[src/rtl/rcx_pkg.sv]
package rcx_pkg;

  localparam int BANK_W   = 4;
  localparam int OBJ_N    = 3;
  localparam int B_FERRY  = 3;
  localparam int B_WOLF   = 2;
  localparam int B_GOAT   = 1;
  localparam int B_CROP   = 0;

  typedef logic [BANK_W-1:0] bank_t;

  typedef enum logic [2:0] {
    V_NONE   = 3'd0,
    V_START  = 3'd1,
    V_UNSAFE = 3'd2,
    V_IDLE   = 3'd3,
    V_CROWD  = 3'd4,
    V_STRAY  = 3'd5,
    V_END    = 3'd6,
    V_COUNT  = 3'd7
  } viol_e;

endpackage

[src/rtl/rcx_plan_track.sv]
module rcx_plan_track
  import rcx_pkg::*;
#(
  parameter  int NUM_STAGES = 8,
  localparam int IDX_W      = $clog2(NUM_STAGES + 1)
) (
  input  logic             clk,
  input  logic             rst_n,
  input  logic             in_valid,
  input  logic             in_first,
  input  logic             in_last,
  input  bank_t            in_state,
  input  viol_e            stage_viol,
  output logic [IDX_W-1:0] cur_idx,
  output bank_t            prev_state,
  output logic             done,
  output logic             pass,
  output viol_e            code,
  output logic [IDX_W-1:0] fault_stage
);

  localparam logic [IDX_W-1:0] IDX_OVER = IDX_W'(NUM_STAGES);

  logic             open_q, open_d;
  logic [IDX_W-1:0] idx_q, idx_d;
  bank_t            prev_q, prev_d;
  viol_e            err_q, err_d, base_err;
  logic [IDX_W-1:0] eidx_q, eidx_d, base_idx;
  logic             done_q, pass_q, pass_d;
  viol_e            code_q, code_d;
  logic [IDX_W-1:0] fst_q, fst_d;
  logic             take, finish;

  always_comb begin
    take     = in_valid & (in_first | open_q);
    finish   = take & in_last;
    cur_idx  = in_first ? '0 : idx_q;
    base_err = in_first ? V_NONE : err_q;
    base_idx = in_first ? '0 : eidx_q;

    if (base_err == V_NONE && stage_viol != V_NONE) begin
      err_d  = stage_viol;
      eidx_d = cur_idx;
    end else begin
      err_d  = base_err;
      eidx_d = base_idx;
    end

    open_d = ~in_last;
    prev_d = in_state;
    idx_d  = (cur_idx == IDX_OVER) ? cur_idx : cur_idx + IDX_W'(1);

    pass_d = (err_d == V_NONE);
    code_d = err_d;
    fst_d  = eidx_d;
  end

  always_ff @(posedge clk or negedge rst_n) begin
    if (!rst_n) begin
      open_q <= 1'b0;
      idx_q  <= '0;
      prev_q <= '0;
      err_q  <= V_NONE;
      eidx_q <= '0;
      done_q <= 1'b0;
      pass_q <= 1'b0;
      code_q <= V_NONE;
      fst_q  <= '0;
    end else begin
      done_q <= finish;
      if (take) begin
        open_q <= open_d;
        idx_q  <= idx_d;
        prev_q <= prev_d;
        err_q  <= err_d;
        eidx_q <= eidx_d;
      end
      if (finish) begin
        pass_q <= pass_d;
        code_q <= code_d;
        fst_q  <= fst_d;
      end
    end
  end

  assign prev_state  = prev_q;
  assign done        = done_q;
  assign pass        = pass_q;
  assign code        = code_q;
  assign fault_stage = fst_q;

endmodule

[config.mk]
export PLATFORM = sky130hd
export DESIGN_NAME = rcx_plan_track
export DESIGN_NICKNAME = d
export VERILOG_FILES = /design/src/rtl/rcx_pkg.sv /design/src/rtl/rcx_plan_track.sv
export SDC_FILE = /design/constraint.sdc
export NUM_CORES = 1
export LEC_CHECK = 0
export BUFFER_PORTS_ARGS = -buffer_cell sky130_fd_sc_hd__clkbuf_2
export CORE_MARGIN = 3
export CORE_UTILIZATION = 25
export CTS_CLUSTER_DIAMETER = 100
export CTS_CLUSTER_SIZE = 12
export DETAILED_ROUTE_END_ITERATION = 16
export PLACE_DENSITY = 0.44
export SLEW_MARGIN = 20
export SYNTH_ARGS = -nofsm -noshare
export SYNTH_HDL_FRONTEND = slang
export SYNTH_SLANG_ARGS = --single-unit
[constraint.sdc]
create_clock -name clk -period 2 [get_ports clk]
set_clock_uncertainty 0.2 [all_clocks]
set_input_delay 0.2 -clock clk [delete_from_list [all_inputs] [get_ports clk]]
set_output_delay 0.2 -clock clk [all_outputs]
set_load 0.02 [all_outputs]
After elaboration in Yosys (flattened, before gate mapping) --
Cells that the tools add are included. W data, S select, Z words.
Storage, ports and cells: input port bits 12, logic and storage cells 25, register bits 25
Cells by class: reductions and logical operators 4, add/subtract/negate cells 1, bitwise gates (word level) 4, equal/unequal tests 1, muxes and demuxes 6
Operator list (number):
- $mux W4 | 4
- $logic_not A3 Y1 | 2
- $mux W3 | 2
- $add A4 B1 Y4 const B | 1
- $eq A4 B4 Y1 const B | 1
- $reduce_bool A3 Y1 | 1
- $and A1 B1 Y1 | 2
- $logic_and A1 B1 Y1 | 1
- $not A1 Y1 | 1
- $or A1 B1 Y1 | 1

Depth between registers and ports, before layout --
depth in word-level cells 5, mapped depth 7

Worst setup path before layout --
Ideal clock, no wire load.
path kind reg-to-reg, start point register err_q[1], end point register eidx_q[0], arrival 1510 ps, path buffers 2, period minus slack after synthesis 1836 ps, setup time 126 ps, stages on the path, launching flop included 6, slack 164 ps, path through dfrtp_1 -> or3_1 -> buf_6 -> or2_0 -> buf_6 -> a221o_1
On the way: longest elaborated chain between the ends 4
Ends and longest elaborated chain:
- start: declaration | line rcx_plan_track.sv:27 | viol_e err_q, err_d, base_err;
- start signal: assignment | line rcx_plan_track.sv:75 | err_q <= err_d;
- $mux W3 | line rcx_plan_track.sv:38 | base_err = in_first ? V_NONE : err_q;
- $logic_not A3 Y1 | line rcx_plan_track.sv:41 | if (base_err == V_NONE && stage_viol != V_NONE) begin
- $logic_and A1 B1 Y1 | line rcx_plan_track.sv:41
- $mux W4 | line rcx_plan_track.sv:41
- end signal: assignment | line rcx_plan_track.sv:76 | eidx_q <= eidx_d;
- end: declaration | line rcx_plan_track.sv:28 | logic [IDX_W-1:0] eidx_q, eidx_d, base_idx;
Every way passes these cells. A chain may end at the register's enable or synchronous reset.

Worst setup path after layout --
start point register err_q[1], end point register eidx_q[1]
The elaborated chain is that of the path after synthesis.

==> run summary <==
CELLS AND AREA
--------------------------------------------------------------------------------
Cell area after layout                                               0.00158 mm²
Non-filler instance count after layout                                       231
Area delta synth->final                                                    26.8%
Share of layout cells above drive strength 1                               26.8%
Post-layout util                                                           33.1%
Final layout net count                                                       179
Ant diodes                                                                     0

SYNTH
--------------------------------------------------------------------------------
Cell taking the most area after synthesis                           sky130_fd_sc_hd__dfrtp_1
Number of enable-type register cells in the synthesized netlist                0
Synth top area share                                                       50.4%
Mean instance size in the synthesized netlist                           9.78 µm²
Area contributors post-synth                                        sky130_fd_sc_hd__dfrtp_1 (50%), sky130_fd_sc_hd__nand2_1 (9.1%), sky130_fd_sc_hd__o211ai_1 (6.0%), sky130_fd_sc_hd__a221o_1 (4.0%), sky130_fd_sc_hd__nor2b_1 (3.5%)
Cell types with the highest counts after synthesis                  sky130_fd_sc_hd__nand2_1 (30), sky130_fd_sc_hd__dfrtp_1 (25), sky130_fd_sc_hd__o211ai_1 (10)
Library cell with the highest instance count after synthesis        sky130_fd_sc_hd__nand2_1
Fraction of the yosys area taken by sequential cells                       50.4%
Synth warn                                                                     0
Nets in the synthesized netlist                                              141
Number of instances in the synthesized netlist                               127
Main synth FF type                                                  sky130_fd_sc_hd__dfrtp_1
Synthesized flop and latch total                                              25
Number of distinct library cells after synthesis                              32
Cell area after synthesis                                            0.00124 mm²
Async set-reset flop share out of synthesis                                 100%

DRT
--------------------------------------------------------------------------------
Drt first-iter violations                                                     78
Number of antenna-violating nets in the routed design                          0
Wire length after detailed routing                                       3000 µm
Initial DRT Pass Iterations                                                    4
DR WL/cell                                                               13.0 µm
Post-DR vias/cell                                                           4.57
Detailed-route via count                                                    1056
Detailed-route DRC error count                                                 0

CRITICAL PATH
--------------------------------------------------------------------------------
RR Startpoint                                                       err_q[1]$_DFFE_PN0N_
Max stage delay cell, worst path                                    sky130_fd_sc_hd__dfrtp_1
Nature of the critical path endpoint                                        flop
Family with the most delay on the worst path                        simple AND/OR/NAND/NOR gates
Worst Path Max Fanout                                                          8
Nature of the critical path startpoint                                      flop
Critical path cell sequence                                         or3_1 -> or2_0 -> a221o_1
Data arrival time of the critical path                                   1.81 ns
Number of buffer and inverter stages on the critical path                      0
Critical path startpoint                                            err_q[1]$_DFFE_PN0N_
Largest stage delay, worst path                                          0.43 ns
Worst path required time                                                 1.96 ns
Critical path start-end classification                                   reg2reg

MIN PATH
--------------------------------------------------------------------------------
Hold Crit Class                                                           in2reg
Worst min-delay path startpoint                                     stage_viol[2]

TIMING
--------------------------------------------------------------------------------
Max Freq                                                                 540 MHz
Final count of negative-setup-slack endpoints                                  0
Final hold slack                                                        0.113 ns
Post-route fraction of the period consumed by the critical path            92.5%
Number of max-slew violations in the final report                              0
Slew margin rel.                                                           57.1%
Tightest Pin Transition                                                 0.644 ns
Shortest clock period the worst path allows after layout                 1.85 ns
Accumulated negative setup slack                                            0 ns
RSZ-0062 raised after global routing                                       false
Hold Fails Final Rpt                                                           0
Minimum setup slack in the final design                                 0.150 ns

GLOBAL ROUTING
--------------------------------------------------------------------------------
First-pass GRT wire length                                               5210 µm
Maximum number of pins on one net before global-route repair                  26
Number of antenna violations at the first check in global routing              0
Grt total ovfl                                                                 0
Via count of the first global-routing pass                                  1105
Global router's overall resource usage                                     11.0%

CLOCKING
--------------------------------------------------------------------------------
CTS sink cnt                                                                  25
Post-cts hold buffer count                                                     6
Clock-pin slew on the worst setup and hold paths                         0.10 ns
Clock buffer depth                                                             2
Cts repair resizes                                                             0
Clock H-tree levels                                                            1
Clock network latency to the later pin of the worst-skew pair            0.27 ns
Cell at the root of the clock tree                                  sky130_fd_sc_hd__clkbuf_8
Total setup buffers inserted after CTS                                         0
Number of buffers created by CTS                                               3
Clock tree from TritonCTS                                                   done

PLACE
--------------------------------------------------------------------------------
GPL Wtd Cong                                                               0.732
Area post-placement                                                  0.00147 mm²
HPWL Detailed                                                            2250 µm
Instance count after placement with tap cells included                       221
Worst slack after detailed placement                                    0.146 ns
IO Port Bufs                                                                  28

FLOORPLAN
--------------------------------------------------------------------------------
Chip Height                                                              76.5 µm
DIE WIDTH                                                                76.5 µm
Die area                                                             0.00585 mm²
Count of boundary I/O pins                                                    29
Placeable core area                                                  0.00475 mm²
Initial core utilization                                                   26.1%
Floorplan row count                                                           25

POWER
--------------------------------------------------------------------------------
Total power divided by cell area                                     1050 mW/mm²
Max VDD drop                                                            0.340 mV
Total power draw                                                         1.65 mW
Leakage power total                                                     0.737 nW

STATUS
--------------------------------------------------------------------------------
Run status                                                          finished clean

FLOW RUN
--------------------------------------------------------------------------------
Max-cap check violation count                                                  0

## logic make-up after synthesis
logic type | Yosys count | synth area share (%)
buffers and inverters | 12 | 5.44
and+or+nand+nor | 51 | 20.7
AOI/OAI and AO/OA | 37 | 21.5
DFF | 25 | 50.4
adders and majority gates | 2 | 2.01
## layout by cell type, fill, tap and decap left out, types with 2 or more instances in the layout
master                          instances
sky130_fd_sc_hd__a21oi_1                2
sky130_fd_sc_hd__o21ai_0                7
sky130_fd_sc_hd__clkbuf_2              28
sky130_fd_sc_hd__nor4_1                 3
sky130_fd_sc_hd__ha_1                   2
sky130_fd_sc_hd__nor2b_1                7
sky130_fd_sc_hd__buf_4                  7
sky130_fd_sc_hd__a22oi_1                2
sky130_fd_sc_hd__dlygate4sd3_1          6
sky130_fd_sc_hd__o21bai_1               3
sky130_fd_sc_hd__a221o_1                5
sky130_fd_sc_hd__o211ai_1              10
sky130_fd_sc_hd__inv_1                  3
sky130_fd_sc_hd__nand2b_1               2
sky130_fd_sc_hd__o21a_1                 2
sky130_fd_sc_hd__and4bb_2               2
sky130_fd_sc_hd__clkbuf_8               3
sky130_fd_sc_hd__nand2_1               30
sky130_fd_sc_hd__dfrtp_1               25
## area by class of cell
type                    count  area [µm²]
repair buffers             41         253
clock buffers               3        41.3
inverters                   4        15.0
flip-flops and latches     25         626
clock inverters             1        7.51
multi-input cells          90         549
well taps                  67        83.8
fillers                   511        3180
## sequential cells by signal, indices dropped and copies added (netlist names), 3 cells and up
name	flops
idx_q	4
eidx_q	4
code	3
fault_stage	4
prev_state	4
err_q	3
## where the power goes
group          switching [mW]  internal (mW)  leakage (nW)
logic                   0.346          0.242         0.400
registers              0.0998          0.650         0.315
clock network           0.170          0.141        0.0217
## worst reg2reg max path, stage by stage, from the launching register on
cell	delay, ns
sky130_fd_sc_hd__dfrtp_1	0.43
sky130_fd_sc_hd__or3_1	0.40
sky130_fd_sc_hd__or2_0	0.37
sky130_fd_sc_hd__a221o_1	0.36
## final timing paths
path / slack (ns) / cells after the start / end
worst min-delay path: 0.11 / 3 / err_q[2]$_DFFE_PN0N_
worst max register to register: 0.15 / 3 / eidx_q[1]$_DFFE_PN0N_
worst min register to register: 0.29 / 2 / code[1]$_DFFE_PN0P_
worst max-delay path: 0.15 / 3 / eidx_q[1]$_DFFE_PN0N_
max in group asynchronous: 0.91 / 2 / prev_state[2]$_DFFE_PN0N_
min in group asynchronous: 0.27 / 2 / code[2]$_DFFE_PN0P_
## metal layers
metal,vias up,routed length [µm],global-route usage (%)
li1,526,-,-
met2,33,1340,16.7
met5,-,0,0
met3,2,167,2.96
met1,495,1460,14.9
met4,0,27,3.99
No activity file was read; power rests on OpenSTA's default activity.
